File: config.mk
export PLATFORM = sky130hd
export DESIGN_NAME = fa_wt_cache
export DESIGN_NICKNAME = d
export VERILOG_FILES = /design/src/rtl/fa_cache_pkg.sv /design/src/rtl/fa_tag_match.sv /design/src/rtl/fa_lru_age.sv /design/src/rtl/fa_victim_pick.sv /design/src/rtl/fa_wt_cache.sv
export SDC_FILE = /design/constraint.sdc
export NUM_CORES = 1
export LEC_CHECK = 0
export BUFFER_PORTS_ARGS = -buffer_cell sky130_fd_sc_hd__buf_2
export CORE_UTILIZATION = 50
export CTS_CLUSTER_SIZE = 40
export DETAILED_ROUTE_END_ITERATION = 16
export MAX_ROUTING_LAYER = met4
export PLACE_DENSITY = 0.74
export REMOVE_ABC_BUFFERS = 1
export SETUP_SLACK_MARGIN = 0.1
export SYNTH_ARGS = -nofsm -noshare
export SYNTH_HDL_FRONTEND = slang
export SYNTH_SLANG_ARGS = --single-unit
File: constraint.sdc
create_clock -name clk -period 7.3 [get_ports clk]
set_clock_uncertainty 0.15 [all_clocks]
set_input_delay 0.365 -clock clk [delete_from_list [all_inputs] [get_ports clk]]
set_output_delay 0.365 -clock clk [all_outputs]
set_load 0.1 [all_outputs]
File: src/rtl/fa_cache_pkg.sv
package fa_cache_pkg;

   typedef enum logic [1:0] {
      CTL_IDLE  = 2'd0,
      CTL_FETCH = 2'd1,
      CTL_WSEND = 2'd2
   } ctl_state_e;

   function automatic int idx_width(input int n);
      return (n <= 2) ? 1 : $clog2(n);
   endfunction

endpackage

File: src/rtl/fa_tag_match.sv
module fa_tag_match #(
   parameter int ENTRIES = 4,
   parameter int TAG_W   = 4,
   localparam int IDX_W  = fa_cache_pkg::idx_width(ENTRIES)
) (
   input  logic [ENTRIES-1:0]            ent_valid,
   input  logic [ENTRIES-1:0][TAG_W-1:0] ent_tag,
   input  logic [TAG_W-1:0]              look_tag,
   output logic [ENTRIES-1:0]            hit_vec,
   output logic                          any_hit,
   output logic [IDX_W-1:0]              hit_idx
);

   // one comparator per entry, all evaluated together
   for (genvar g = 0; g < ENTRIES; g++) begin : g_cmp
      assign hit_vec[g] = ent_valid[g] && (ent_tag[g] == look_tag);
   end

   assign any_hit = |hit_vec;

   always_comb begin
      hit_idx = '0;
      for (int i = 0; i < ENTRIES; i++) begin
         if (hit_vec[i]) hit_idx = IDX_W'(i);
      end
   end

endmodule

File: src/rtl/fa_lru_age.sv
module fa_lru_age #(
   parameter int ENTRIES = 4,
   localparam int AGE_W  = fa_cache_pkg::idx_width(ENTRIES)
) (
   input  logic                          clk,
   input  logic                          rst_n,
   input  logic                          touch,
   input  logic [AGE_W-1:0]              touch_idx,
   output logic [ENTRIES-1:0][AGE_W-1:0] age,
   output logic [AGE_W-1:0]              oldest_idx
);

   logic [AGE_W-1:0] age_q [ENTRIES];
   logic [AGE_W-1:0] ref_age;

   assign ref_age = age_q[touch_idx];

   for (genvar g = 0; g < ENTRIES; g++) begin : g_age
      always_ff @(posedge clk or negedge rst_n) begin
         if (!rst_n) begin
            age_q[g] <= AGE_W'(g);
         end else if (touch) begin
            if (touch_idx == AGE_W'(g)) begin
               age_q[g] <= '0;
            end else if (age_q[g] < ref_age) begin
               age_q[g] <= age_q[g] + 1'b1;
            end
         end
      end
      assign age[g] = age_q[g];
   end

   always_comb begin
      oldest_idx = '0;
      for (int i = 0; i < ENTRIES; i++) begin
         if (age_q[i] == AGE_W'(ENTRIES - 1)) oldest_idx = AGE_W'(i);
      end
   end

endmodule

File: src/rtl/fa_victim_pick.sv
module fa_victim_pick #(
   parameter int ENTRIES = 4,
   localparam int IDX_W  = fa_cache_pkg::idx_width(ENTRIES)
) (
   input  logic [ENTRIES-1:0] ent_valid,
   input  logic [IDX_W-1:0]   oldest_idx,
   output logic [IDX_W-1:0]   victim_idx
);

   logic found;

   // lowest-numbered empty entry first, otherwise the oldest entry
   always_comb begin
      victim_idx = oldest_idx;
      found      = 1'b0;
      for (int i = 0; i < ENTRIES; i++) begin
         if (!found && !ent_valid[i]) begin
            victim_idx = IDX_W'(i);
            found      = 1'b1;
         end
      end
   end

endmodule

File: src/rtl/fa_wt_cache.sv
module fa_wt_cache #(
   parameter int ENTRIES = 4,
   parameter int ADDR_W  = 4,
   parameter int DATA_W  = 8
) (
   input  logic              clk,
   input  logic              rst_n,
   input  logic              req_valid,
   input  logic              req_write,
   input  logic [ADDR_W-1:0] req_addr,
   input  logic [DATA_W-1:0] req_wdata,
   output logic              req_done,
   output logic [DATA_W-1:0] req_rdata,
   output logic              mem_valid,
   output logic              mem_write,
   output logic [ADDR_W-1:0] mem_addr,
   output logic [DATA_W-1:0] mem_wdata,
   input  logic              mem_ready,
   input  logic [DATA_W-1:0] mem_rdata
);
   import fa_cache_pkg::*;

   localparam int IDX_W = idx_width(ENTRIES);

   if (ENTRIES < 2 || (ENTRIES & (ENTRIES - 1)) != 0) begin : g_bad_entries
      $error("ENTRIES must be a power of two and at least 2");
   end
   if (ADDR_W < 1) begin : g_bad_addr
      $error("ADDR_W must be at least 1");
   end
   if (DATA_W < 1) begin : g_bad_data
      $error("DATA_W must be at least 1");
   end

   ctl_state_e state_q, state_d;

   logic [ADDR_W-1:0] tag_q  [ENTRIES];
   logic [DATA_W-1:0] data_q [ENTRIES];
   logic              valid_q[ENTRIES];

   logic [ENTRIES-1:0]             valid_vec;
   logic [ENTRIES-1:0][ADDR_W-1:0] tag_vec;
   logic [ENTRIES-1:0]             hit_vec;
   logic [ENTRIES-1:0][IDX_W-1:0]  ent_age;
   logic                           hit;
   logic [IDX_W-1:0]               hit_idx;
   logic [IDX_W-1:0]               oldest_idx;
   logic [IDX_W-1:0]               victim_idx;

   logic rd_hit, fill, wr_done, wr_hit_upd, touch;
   logic [IDX_W-1:0] touch_idx;

   fa_tag_match #(.ENTRIES(ENTRIES), .TAG_W(ADDR_W)) i_match (
      .ent_valid(valid_vec),
      .ent_tag  (tag_vec),
      .look_tag (req_addr),
      .hit_vec  (hit_vec),
      .any_hit  (hit),
      .hit_idx  (hit_idx)
   );

   fa_lru_age #(.ENTRIES(ENTRIES)) i_age (
      .clk       (clk),
      .rst_n     (rst_n),
      .touch     (touch),
      .touch_idx (touch_idx),
      .age       (ent_age),
      .oldest_idx(oldest_idx)
   );

   fa_victim_pick #(.ENTRIES(ENTRIES)) i_victim (
      .ent_valid (valid_vec),
      .oldest_idx(oldest_idx),
      .victim_idx(victim_idx)
   );

   // completion events
   assign rd_hit     = (state_q == CTL_IDLE) && req_valid && !req_write && hit;
   assign fill       = (state_q == CTL_FETCH) && mem_ready;
   assign wr_done    = (state_q == CTL_WSEND) && mem_ready;
   assign wr_hit_upd = wr_done && hit;
   assign touch      = rd_hit || fill || wr_hit_upd;
   assign touch_idx  = fill ? victim_idx : hit_idx;

   assign req_done  = rd_hit || fill || wr_done;
   assign req_rdata = fill ? mem_rdata : data_q[hit_idx];

   assign mem_valid = (state_q != CTL_IDLE);
   assign mem_write = (state_q == CTL_WSEND);
   assign mem_addr  = req_addr;
   assign mem_wdata = req_wdata;

   always_comb begin
      state_d = state_q;
      unique case (state_q)
         CTL_IDLE: begin
            if (req_valid) begin
               if (req_write)  state_d = CTL_WSEND;
               else if (!hit)  state_d = CTL_FETCH;
            end
         end
         CTL_FETCH, CTL_WSEND: begin
            if (mem_ready) state_d = CTL_IDLE;
         end
         default: state_d = CTL_IDLE;
      endcase
   end

   always_ff @(posedge clk or negedge rst_n) begin
      if (!rst_n) state_q <= CTL_IDLE;
      else        state_q <= state_d;
   end

   for (genvar g = 0; g < ENTRIES; g++) begin : g_ent
      logic fill_sel, upd_sel;
      assign fill_sel = fill && (victim_idx == IDX_W'(g));
      assign upd_sel  = wr_hit_upd && hit_vec[g];

      always_ff @(posedge clk or negedge rst_n) begin
         if (!rst_n) begin
            valid_q[g] <= 1'b0;
            tag_q[g]   <= '0;
            data_q[g]  <= '0;
         end else if (fill_sel) begin
            valid_q[g] <= 1'b1;
            tag_q[g]   <= req_addr;
            data_q[g]  <= mem_rdata;
         end else if (upd_sel) begin
            data_q[g]  <= req_wdata;
         end
      end

      assign valid_vec[g] = valid_q[g];
      assign tag_vec[g]   = tag_q[g];
   end

endmodule

==> flow_summary.toml, run 1 <==
[min_path]
holdCritPathClass = "in2async"

[placed_design]
pre_cts_ws_ps = 3730
gp_congestion = 0.926
dp_hpwl_mm = 6.45
numPortBuffers = 47

[critical_path]
reg2reg_from = "state_q[1]"
reg2regPathDepth = 7
crit_path_end_kind = "flip-flop"
critical_path_class = "reg2reg"
cp_max_fo = 29
timing.rr.end = "data_q[9]"
r2r_slack_ps = 3660
start_kind = "flip-flop"
cp.arrival_ps = 3670
crit_required_ps = 7330

[sta]
final.setup.worst_slack_ps = 3660
fmax_mhz = 274
hold_violations = 0
slew_violations = 0
finalSetupViolCount = 0
min_period_ps = 3640
fin_crit_sh = 0.499
rsz0062_at_grt = "no"
relSlewSlack = 0.176
finalSetupTns_ps = 0
hold-worst-slack_ps = 18.3
tightest_slew_ps = 1240

[detailed_routing]
wl_mm = 9.53
ant_nets = 0
routedWlPerCell_um = 17.1
firstDrtPassIters = 7
vias = 3261
drtIter0Drc = 206
drc = 0
drt-vias-per-instance = 5.84

[die]
die_h_um = 92.9
std_cell_rows = 32
core_area_um2 = 7850
die_area_um2 = 8630
die_x_um = 92.9
start_util = 0.526
pin_count = 48

[clock_network]
root_buffer = "clkbuf_8"
post_cts_resized = 0
cts.hold.buffers_added = 0
postCtsSetupBuffers = 0
cts_buffers = 9
max-clock-path-buffers = 2
clk_latency_ps = 360
cts_tree = "built"
htreeDepth = 3
path_clk_slew_ps = 70
clock_sinks = 62

[outcome]
status = "finished, final reports clean"

[synth]
ys.flop_type = "dfrtp_1"
synth-xor-area-share = 0.0348
yosysSeqAreaShare = 0.377
synth-compound-area-share = 0.207
yosys-mux-area-fraction = 0.146
synth_top_area_frac = 0.352
synth-simple-area-share = 0.139
synth-edff-count = 0
synth_cell_types = 74
synth-seq-cells = 62
postSynthAreaPerCell_um2 = 9.69
synth_top_family_by_area = "compound AO/OA/AOI/OAI gates"
async_flop_share = 1.00
syn_inst = 426
synth_area_leaders = "dfrtp_1 (35%), mux2i_1 (9.9%), o21ai_0 (5.1%)"
synthAdderAreaFrac = 0.0182
syn_area_um2 = 4130
synth_top_cell_by_area = "dfrtp_1"
yosys_warnings = 0

[finish]
drive_above_1_share = 0.250
nets = 483
final_common_cell = "dfrtp_1"
diodes = 0
mostFrequentLayoutCells = "dfrtp_1 (58), buf_2 (47), nand2_1 (43), o21ai_0 (42), mux2i_1 (41)"
syn2layout_area_growth_pct = 8.58

[power_and_ir_drop]
peakVddDrop_mv = 0.332
p_per_area_nw_per_um2 = 482
p_leak_nw = 1.83

[grt]
grtUsageMet3 = 0.0345
grt_remaining_overflow = 0
grt_antenna_before_repair = 0
gr-usage-met1 = 0.322
grt_pass1_vias = 3209
grt_pass1_wl_mm = 16.1
grt_use_total = 0.250
grt_max_degree = 63
busiest_layer = "met2"
met2_usage = 0.401

[flow_run]
cap_violations = 0
-- logic make-up (layout without fill, tap and decap cells) --
logic type	after synthesis	in the layout
compound gates	118	118
xor+xnor	13	13
fa+ha+maj	6	6
buf+inv	55	85
flops	62	62
mux	58	58
simple gates	114	114
-- layer usage --
metal | vias up | share of wire
met3 | 13 | 0.043
met1 | 1565 | 0.47
met2 | 102 | 0.48
li1 | 1581 | -
met5 | - | 0
met4 | 0 | 0.015
-- worst max-delay path by stage --
stage	start	endpoint	slack, ps	cells past startpoint
after floorplan	req_addr[1]	req_rdata[0]	2910	7
after global placement	state_q[1]	i_age.age[7]	3820	10
after detailed placement	state_q[1]	data_q[9]	3730	7
after CTS	state_q[1]	data_q[9]	3700	7
after global routing	state_q[1]	data_q[8]	3320	8
final	state_q[1]	data_q[9]	3660	7
-- worst max-delay path, stage by stage (launching register included) --
cell	delay, ps
dfrtp_1	400
inv_1	80
ha_1	150
and2_1	850
o21ai_1	260
or2_2	450
o22ai_1	940
a21oi_1	180
-- registers in the layout (all words and copies together), names as in the netlist --
name       cells
data_q        32
i_age.age      8
state_q        2
tag_q         16
valid_q        4
-- final cells by class --
| class | count | area [um2] |
|---|---|---|
| Clock buffer | 11 | 131 |
| Clock inverter | 4 | 72.6 |
| Fill cell | 710 | 3360 |
| Inverter | 17 | 63.8 |
| Multi-Input combinational cell | 309 | 2250 |
| Sequential cell | 62 | 1560 |
| Tap cell | 102 | 128 |
| Timing Repair Buffer | 53 | 280 |
-- through the flow --
step           area, um2  power [mW]   util  std cells
2_1_floorplan       3870        1.55      -        388
3_3_place_gp        4280        1.80  0.545        543
3_5_place_dp        4280        1.82  0.545        543
4_1_cts             4480        2.16  0.571        558
5_1_grt             4480        2.29  0.571        558
6_report            4480        2.16  0.571        558
-- synthesized netlist by cell type (2+ instances only) --
| cell type | instances |
|---|---|
| dfrtp_1 | 58 |
| nand2_1 | 43 |
| o21ai_0 | 42 |
| mux2i_1 | 41 |
| nor2_1 | 25 |
| a21oi_1 | 21 |
| mux2_2 | 17 |
| inv_1 | 16 |
| buf_4 | 13 |
| clkbuf_1 | 12 |
| a211oi_1 | 11 |
| buf_6 | 8 |
| nor2b_1 | 7 |
| ha_1 | 6 |
| nor3_1 | 6 |
| a31oi_1 | 5 |
| buf_2 | 5 |
| xnor2_1 | 5 |
| dfstp_2 | 4 |
| nand3_1 | 4 |
| o211ai_1 | 4 |
| xor2_1 | 4 |
| a211o_1 | 3 |
| and2_1 | 3 |
| nand2b_1 | 3 |
| or3_1 | 3 |
| xnor2_2 | 3 |
| a221oi_2 | 2 |
| nor4_1 | 2 |
| nor4_2 | 2 |
| o21ai_1 | 2 |
| o22ai_1 | 2 |
| o311ai_1 | 2 |
| or2_2 | 2 |
-- report_power, final --
group / leakage (nW) / switching, mW / internal (mW)
Clock: 0.0994 / 0.141 / 0.190
Sequential: 0.746 / 0.107 / 0.498
Combinational: 0.981 / 0.842 / 0.381
Total: 1.83 / 1.09 / 1.07
Note: power is estimated with default switching activity, not from simulation.
==> inputs of run 2 (changes only) <==
--- a/config.mk
+++ b/config.mk
@@ -10,7 +10,7 @@
 export CTS_CLUSTER_SIZE = 40
 export DETAILED_ROUTE_END_ITERATION = 16
 export MAX_ROUTING_LAYER = met4
-export PLACE_DENSITY = 0.74
+export PLACE_DENSITY = 0.77
 export REMOVE_ABC_BUFFERS = 1
 export SETUP_SLACK_MARGIN = 0.1
 export SYNTH_ARGS = -nofsm -noshare
==> constraint.sdc (replaced) <==
create_clock -name clk -period 3.1 [get_ports clk]
set_clock_uncertainty 0.15 [all_clocks]
set_input_delay 0.155 -clock clk [delete_from_list [all_inputs] [get_ports clk]]
set_output_delay 0.155 -clock clk [all_outputs]
set_load 0.1 [all_outputs]
==> flow_summary.toml, run 2 (same netlist as run 1, synthesis figures left out) <==
[power_and_ir_drop]
combPwrFrac = 0.615
peakVddDrop_mv = 0.832
p_leak_nw = 1.99
switching_share = 0.492
p_int_mw = 2.76
p_per_area_nw_per_um2 = 1120
p_total_mw = 5.44
power.net_switching_mw = 2.68
power_frac_clock = 0.122
seq_power_share = 0.263

[finish]
fillers = 661
syn2layout_area_growth_pct = 17.4
diodes = 0
mostFrequentLayoutCells = "dfrtp_1 (58), nand2_1 (42), o21ai_0 (42), mux2i_1 (41), buf_2 (38)"
nets = 512
final_common_cell = "dfrtp_1"
regMostFlops = "data_q"
fin_util = 0.618
fin_area_um2 = 4850
drive_above_1_share = 0.280
fin_cells = 588
largest_register_ffs = 32

[die]
pin_count = 48
core_area_um2 = 7850
die_h_um = 92.9
die_area_um2 = 8630
std_cell_rows = 32
start_util = 0.526
die_x_um = 92.9

[sta]
fin_crit_sh = 0.933
min_period_ps = 2890
finalSetupViolCount = 0
rsz0062_at_grt = "yes"
finalSetupTns_ps = 0
final.setup.worst_slack_ps = 206
hold_violations = 0
hold-worst-slack_ps = 17.5
relSlewSlack = 0.475
slew_violations = 0
fmax_mhz = 346
tightest_slew_ps = 787

[critical_path]
crit_path_end_kind = "flip-flop"
timing.rr.end = "i_age.age[7]"
start_kind = "flip-flop"
cp.arrival_ps = 3020
reg2reg_from = "i_age.age[5]"
cp_max_fo = 8
reg2regPathDepth = 9
crit_required_ps = 3230
r2r_slack_ps = 210
critical_path_class = "reg2reg"

[detailed_routing]
drtIter0Drc = 256
vias = 3478
ant_nets = 0
drc = 0
drt-vias-per-instance = 5.91
routedWlPerCell_um = 16.9
firstDrtPassIters = 5
wl_mm = 9.97

[placed_design]
gp_congestion = 0.981
place_area_um2 = 4500
pre_cts_ws_ps = 156
dp_cells = 555
numPortBuffers = 47
dp_hpwl_mm = 6.79

[clock_network]
clk_latency_ps = 350
path_clk_slew_ps = 80
htreeDepth = 3
max-clock-path-buffers = 2
cts_buffers = 9
clock_sinks = 62
root_buffer = "clkbuf_8"
cts_tree = "built"

[grt]
grt_remaining_overflow = 0
grt_antenna_before_repair = 0
grt_pass1_vias = 3546
grt_pass1_wl_mm = 16.9
grt_max_degree = 63
grt_use_total = 0.257

[min_path]
hold_path_depth = 3
holdCritPathClass = "in2reg"
whs_endpoint = "data_q[2]"
hold_path.startpoint = "req_wdata[2]"

[outcome]
status = "finished, final reports clean"

[flow_run]
cap_violations = 0
==> run 2: power by group through the flow <==
stage	clock network, mW	registers [mW]	logic (mW)
3_3_place_gp	0	1.41	3.17
4_1_cts	0.667	1.42	3.27
3_5_place_dp	0	1.44	3.24
2_1_floorplan	0	1.37	2.29
6_report	0.664	1.43	3.35
5_1_grt	0.706	1.47	3.58
==> run 2: worst max-delay path, stage by stage, from the launching register on <==
cell and delay (ps):
dfstp_2 570, ha_1 240, nor2b_1 90, o211a_1 250
or2_2 390, o221ai_1 210, nor3_1 110, o31ai_1 330
mux2_2 370, nor2_1 100
==> run 2: what timing repair did <==
item,in CTS,in global routing
buffers inserted,0,5
endpoints found under the hold margin,69,0
hold buffers,12,0
setup endpoints to repair,0,14
gates resized for setup,0,2
==> run 2: how the worst max path moves through the flow <==
stage / endpoint / start / slack, ps / cells after the start
6_report: i_age.age[7] / i_age.age[5] / 210 / 9
5_1_grt: i_age.age[7] / i_age.age[5] / 60 / 9
4_1_cts: req_rdata[2] / tag_q[1] / 130 / 7
3_5_place_dp: i_age.age[3] / i_age.age[6] / 160 / 9
3_3_place_gp: i_age.age[3] / i_age.age[6] / 300 / 9
2_1_floorplan: req_rdata[0] / tag_q[9] / -1080 / 7
==> run 2: layout make-up <==
| class | instances | area [um2] | area share |
|---|---|---|---|
| clock inverter | 6 | 45.0 | 0.00929 |
| multi-input combinational | 309 | 2250 | 0.465 |
| clock buffer | 10 | 138 | 0.0284 |
| sequential | 62 | 1560 | 0.321 |
| tap | 102 | 128 | 0.0263 |
| inverter | 17 | 63.8 | 0.0132 |
| timing repair buffer | 82 | 663 | 0.137 |
==> run 2: per-layer routing <==
metal,GRT usage,share of wire
met5,-,0
met3,0.0460,0.049
met2,0.428,0.50
met4,0.0974,0.021
met1,0.312,0.43
